[src/rtl/port_bank_pkg.sv]
package port_bank_pkg;

  // Register addresses (low part of the address bus)
  localparam int ADR_PIN   = 0;
  localparam int ADR_DOUT  = 1;
  localparam int ADR_DIR   = 2;
  localparam int ADR_MCELL = 3;
  localparam int ADR_MASK  = 4;
  localparam int ADR_IMC   = 5;
  localparam int ADR_OESTS = 6;
  localparam int ADR_ODRN  = 7;
  localparam int NUM_MAPPED = 8;

  typedef enum logic [3:0] {
    RD_PIN,
    RD_DOUT,
    RD_DIR,
    RD_MCELL,
    RD_MASK,
    RD_IMC,
    RD_OESTS,
    RD_ODRN,
    RD_ZERO
  } rdSel_e;

  typedef struct packed {
    logic   ldDout;
    logic   ldDir;
    logic   ldMcell;
    logic   ldMask;
    logic   ldOdrn;
    rdSel_e rdSel;
  } ctrlStrobes_t;

endpackage

[src/rtl/port_bank_ctrl.sv]
module port_bank_ctrl
  import port_bank_pkg::*;
#(
  parameter int ADDR_W = 4
) (
  input  logic [ADDR_W-1:0] addr,
  input  logic              wrEn,
  output ctrlStrobes_t      strobes
);

  localparam logic [ADDR_W-1:0] LAST_MAPPED = ADDR_W'(NUM_MAPPED - 1);

  logic mapped;
  assign mapped = (addr <= LAST_MAPPED);

  always_comb begin
    strobes         = '0;
    strobes.rdSel   = RD_ZERO;
    if (mapped) begin
      if (addr == ADDR_W'(ADR_PIN))   strobes.rdSel = RD_PIN;
      if (addr == ADDR_W'(ADR_DOUT))  strobes.rdSel = RD_DOUT;
      if (addr == ADDR_W'(ADR_DIR))   strobes.rdSel = RD_DIR;
      if (addr == ADDR_W'(ADR_MCELL)) strobes.rdSel = RD_MCELL;
      if (addr == ADDR_W'(ADR_MASK))  strobes.rdSel = RD_MASK;
      if (addr == ADDR_W'(ADR_IMC))   strobes.rdSel = RD_IMC;
      if (addr == ADDR_W'(ADR_OESTS)) strobes.rdSel = RD_OESTS;
      if (addr == ADDR_W'(ADR_ODRN))  strobes.rdSel = RD_ODRN;
    end
    // Only writable registers get a load strobe; read-only ones never do.
    strobes.ldDout  = wrEn && (addr == ADDR_W'(ADR_DOUT));
    strobes.ldDir   = wrEn && (addr == ADDR_W'(ADR_DIR));
    strobes.ldMcell = wrEn && (addr == ADDR_W'(ADR_MCELL));
    strobes.ldMask  = wrEn && (addr == ADDR_W'(ADR_MASK));
    strobes.ldOdrn  = wrEn && (addr == ADDR_W'(ADR_ODRN));
  end

endmodule

[src/rtl/port_bank_dp.sv]
module port_bank_dp
  import port_bank_pkg::*;
#(
  parameter int WIDTH = 8
) (
  input  logic             clk,
  input  logic             rstN,
  input  ctrlStrobes_t     strobes,
  input  logic [WIDTH-1:0] wrData,
  input  logic [WIDTH-1:0] pinIn,
  input  logic [WIDTH-1:0] plOe,
  input  logic             imcLatch,
  output logic [WIDTH-1:0] rdData,
  output logic [WIDTH-1:0] pinOut,
  output logic [WIDTH-1:0] pinOe,
  output logic [WIDTH-1:0] mcellQ
);

  logic [WIDTH-1:0] doutQ, dirQ, mcellReg, maskQ, odrnQ, imcQ;
  logic [WIDTH-1:0] enRaw;

  always_ff @(posedge clk) begin
    if (!rstN) begin
      doutQ <= '0;
      dirQ  <= '0;
      maskQ <= '0;
      odrnQ <= '0;
      imcQ  <= '0;
    end else begin
      if (strobes.ldDout) doutQ <= wrData;
      if (strobes.ldDir)  dirQ  <= wrData;
      if (strobes.ldMask) maskQ <= wrData;
      if (strobes.ldOdrn) odrnQ <= wrData;
      if (imcLatch)       imcQ  <= pinIn;
    end
  end

  // Per-bit macrocell flip-flops with blocking mask
  for (genvar i = 0; i < WIDTH; i++) begin : g_mcell
    always_ff @(posedge clk) begin
      if (!rstN)                            mcellReg[i] <= 1'b0;
      else if (strobes.ldMcell && !maskQ[i]) mcellReg[i] <= wrData[i];
    end
  end

  // Per-pin driver logic
  for (genvar i = 0; i < WIDTH; i++) begin : g_pin
    assign enRaw[i]  = dirQ[i] | plOe[i];
    assign pinOut[i] = odrnQ[i] ? 1'b0 : doutQ[i];
    assign pinOe[i]  = odrnQ[i] ? (enRaw[i] & ~doutQ[i]) : enRaw[i];
  end

  assign mcellQ = mcellReg;

  always_comb begin
    case (strobes.rdSel)
      RD_PIN:   rdData = pinIn;
      RD_DOUT:  rdData = doutQ;
      RD_DIR:   rdData = dirQ;
      RD_MCELL: rdData = mcellReg;
      RD_MASK:  rdData = maskQ;
      RD_IMC:   rdData = imcQ;
      RD_OESTS: rdData = pinOe;
      RD_ODRN:  rdData = odrnQ;
      default:  rdData = '0;
    endcase
  end

endmodule

[src/rtl/port_bank.sv]
module port_bank
  import port_bank_pkg::*;
#(
  parameter int WIDTH  = 8,
  parameter int ADDR_W = 4
) (
  input  logic              clk,
  input  logic              rstN,
  input  logic [ADDR_W-1:0] addr,
  input  logic              wrEn,
  input  logic [WIDTH-1:0]  wrData,
  output logic [WIDTH-1:0]  rdData,
  input  logic [WIDTH-1:0]  pinIn,
  input  logic [WIDTH-1:0]  plOe,
  input  logic              imcLatch,
  output logic [WIDTH-1:0]  pinOut,
  output logic [WIDTH-1:0]  pinOe,
  output logic [WIDTH-1:0]  mcellQ
);

  ctrlStrobes_t strobes;

  port_bank_ctrl #(.ADDR_W(ADDR_W)) u_ctrl (
    .addr    (addr),
    .wrEn    (wrEn),
    .strobes (strobes)
  );

  port_bank_dp #(.WIDTH(WIDTH)) u_dp (
    .clk      (clk),
    .rstN     (rstN),
    .strobes  (strobes),
    .wrData   (wrData),
    .pinIn    (pinIn),
    .plOe     (plOe),
    .imcLatch (imcLatch),
    .rdData   (rdData),
    .pinOut   (pinOut),
    .pinOe    (pinOe),
    .mcellQ   (mcellQ)
  );

endmodule

[config.mk]
export PLATFORM = sky130hd
export DESIGN_NAME = port_bank
export DESIGN_NICKNAME = d
export VERILOG_FILES = /design/src/rtl/port_bank_pkg.sv /design/src/rtl/port_bank_ctrl.sv /design/src/rtl/port_bank_dp.sv /design/src/rtl/port_bank.sv
export SDC_FILE = /design/constraint.sdc
export NUM_CORES = 1
export LEC_CHECK = 0
export ABC_AREA = 1
export BUFFER_PORTS_ARGS = -buffer_cell sky130_fd_sc_hd__buf_4
export CORE_MARGIN = 2
export CORE_UTILIZATION = 50
export CTS_BUF_LIST = sky130_fd_sc_hd__clkbuf_8
export DETAILED_ROUTE_END_ITERATION = 8
export PLACE_DENSITY = 0.72
export SETUP_SLACK_MARGIN = 0.2
export SLEW_MARGIN = 20
export SYNTH_ARGS = -nofsm -noshare
export SYNTH_HDL_FRONTEND = slang
export SYNTH_SLANG_ARGS = --single-unit
[constraint.sdc]
create_clock -name clk -period 1.85 [get_ports clk]
set_input_delay 0.37 -clock clk [delete_from_list [all_inputs] [get_ports clk]]
set_output_delay 0.37 -clock clk [all_outputs]
set_load 0.03 [all_outputs]
==> qor.txt <==
Status: complete, no violations
R2R setup slack: 0.99 ns
Setup CP Type: in2out
RSZ-0062 raised after global routing: true
Sequential element share of the synthesized area: 36.23%
RR Startpoint: u_dp.maskQ[4]
Die area: 5904 sq um
Synth top area cells: dfxtp_1 (36%), nand2_1 (20%), nor2_1 (15%), nand3_1 (9.4%), inv_1 (5.2%)
Boundary Pins: 64
Clock-pin slew on the worst setup and hold paths: 0.09 ns
Startpoint Class: input pin
Total power: 2.358 mW
Synth Net Count: 480
Vias in the first global route: 2,960
Max Root-Sink Buffers: 2
Initial core utilization: 51.94%
Post-layout min period: 1.811 ns
Max-cap check violation count: 0
Final wirelength: 9436 um
DRT iter0 DRCs: 345
Skew final: 0.002997 ns
Worst-Skew Late Latency: 0.31 ns
First-pass GRT wire length: 14,360 um
Core Footprint: 5107 sq um
Final Util: 77.14%
Fin crit share: 97.88%
Initial antenna violation count: 0
Post-Syn Area: 2653 sq um
Mapped Cells: 448
Number of remaining DRC errors: 0
Synth warn: 0
Slew HR: 60.33%
Final setup viols: 0
Crit path arrival time: 1.44 ns
Hold path cells: 3
Area growth from synthesis to layout: 48.54%
CTS Root Cell: clkbuf_8
Maximum vdd drop: 417.1 uV
Port bufs: 63
DP Wirelength: 5708 um
Max-slew violations: 0
ANT cells: 0
Total track usage: 31.16%
DRT Pass-1 Iters: 5
Die X: 76.84 um
CTS Sinks: 48
Worst Hold End: u_dp.imcQ[1]
Post-route insts no fill: 609
Final hold violation count: 0
H-Tree Depth: 2
Dominant cell type by area after synthesis: dfxtp_1
Max frequency: 552.3 MHz
Max FO, Critical Path: 8
Post-synthesis register bit count: 48
Num CTS Buffers: 5
Die height: 76.84 um
Hold_sp: pinIn[1]
Distinct cells, synth: 17
WHS: 0.3009 ns
Worst setup EP type: output port
Final #Nets: 570
Routability cong.: 0.8468
Gr ovfl total: 0
WL/cell: 15.49 um
Area fraction of the dominant cell type after synthesis: 36.23%
Largest net degree at the start of global routing: 23
Syn_area_per_cell: 5.921 sq um
Reg-to-reg endpoint: u_dp.mcellQ[4]
Vias per cell: 5.401
Layout cells sized above 1: 27.46%
Power Density: 598.4 nW/um^2
Leak pwr: 2.017 nW
Vias: 3,289
Slew @ Worst Pin: 0.5945 ns
Num rows: 26
Hold_buf cts: 0
Reg2Reg Depth: 5
CTS tree: built
WP data required: 1.48 ns
HP Class: in2reg
Placed cell count: 582
Final ANT Viol Nets: 0
Final setup TNS: 0 ns
timing repair:
action,in CTS,in global routing
setup endpoints to repair,8,9
resized for setup,38,22
cloned,5,2
setup buffers,7,5
pin swaps,26,9
layer usage:
metal  track usage [%]  routed length (um)  vias to the layer above
met4             13.09                 259                        0
met1             39.24                3835                     1488
li1                  -                   -                     1588
met3             5.294                 801                       32
met2             52.54                4539                      181
met5                 0                   0                        -
placed cells by master (no fill, tap or decap), types with 2 or more instances in the layout:
master and instances:
nand3_1 34, nand2_1 132, o21ai_0 8, buf_6 13
nor2_4 5, buf_4 74, clkbuf_16 2, nor2_2 4
inv_1 36, bufbuf_16 2, buf_12 6, inv_2 2
dfxtp_1 47, nand2_2 7, a21oi_1 16, nor2_1 101
buf_16 2, nand3_4 3, nand3_2 15, buf_8 2
clkbuf_8 5, nand4_1 16
area by class of cell:
type,count,area [sq um]
clock inverter,3,42.54
timing repair buffer,101,1022
sequential,48,962.2
tap,70,87.58
fill,406,1167
multi-input combinational,342,1604
inverter,40,152.6
clock buffer,5,68.82
flip-flops by register name (all words and copies together) (netlist names):
| name | count |
|---|---|
| u_dp.maskQ | 8 |
| u_dp.doutQ | 8 |
| u_dp.mcellQ | 8 |
| u_dp.dirQ | 8 |
| u_dp.odrnQ | 8 |
| u_dp.imcQ | 8 |
per-stage QoR:
step / setup slack (ns) / instance area [sq um]
floorplan: 0.2038 / 2653
global placement: -0.08325 / 3341
detailed placement: -0.1036 / 3341
CTS: 0.09017 / 3770
global route: 0.008839 / 3940
finish: 0.03925 / 3940
Yosys cell counts:
master    count
clkbuf_1      7
dfxtp_1      48
nor2_4        2
nand4_1      16
a21oi_1      16
inv_1        37
clkinv_1      3
o21ai_0       8
nor2_2        2
nor2_1      106
nand2_2       1
buf_6         1
nand2_1     139
nand3_1      50
nand3_2       2
buf_2         9
buf_4         1
power by group:
| part | switching [mW] | leakage (nW) | internal, mW |
|---|---|---|---|
| combinational | 0.286 | 1.57 | 0.219 |
| clock | 0.372 | 0.0541 | 0.400 |
| sequential | 0.0201 | 0.390 | 1.06 |
| total | 0.677 | 2.02 | 1.68 |
cell families after synthesis:
family | count (synthesis) | share of synthesized area (%)
AND/OR/NAND/NOR | 318 | 50.19
flip-flops | 48 | 36.23
buffers and inverters | 58 | 9.057
AO/OA/AOI/OAI | 24 | 4.528
worst max-delay path by stage:
| stage | startpoint | to | slack (ns) | depth (start not counted) |
|---|---|---|---|---|
| floorplan | addr[3] | rdData[6] | 0.20 | 6 |
| global placement | addr[3] | rdData[0] | -0.08 | 9 |
| detailed placement | addr[3] | rdData[7] | -0.10 | 9 |
| CTS | addr[1] | rdData[0] | 0.09 | 10 |
| global route | addr[1] | rdData[0] | 0.009 | 10 |
| finish | addr[1] | rdData[0] | 0.04 | 10 |
worst max-delay path: stages:
cell     delay [ns]
buf_8          0.10
buf_6          0.11
nor2_4         0.17
buf_6          0.14
buf_16         0.13
nand3_2        0.06
nand2_1        0.09
nor2_2         0.05
nand2_1        0.08
buf_6          0.13
Power figures use the tool's default switching activity.
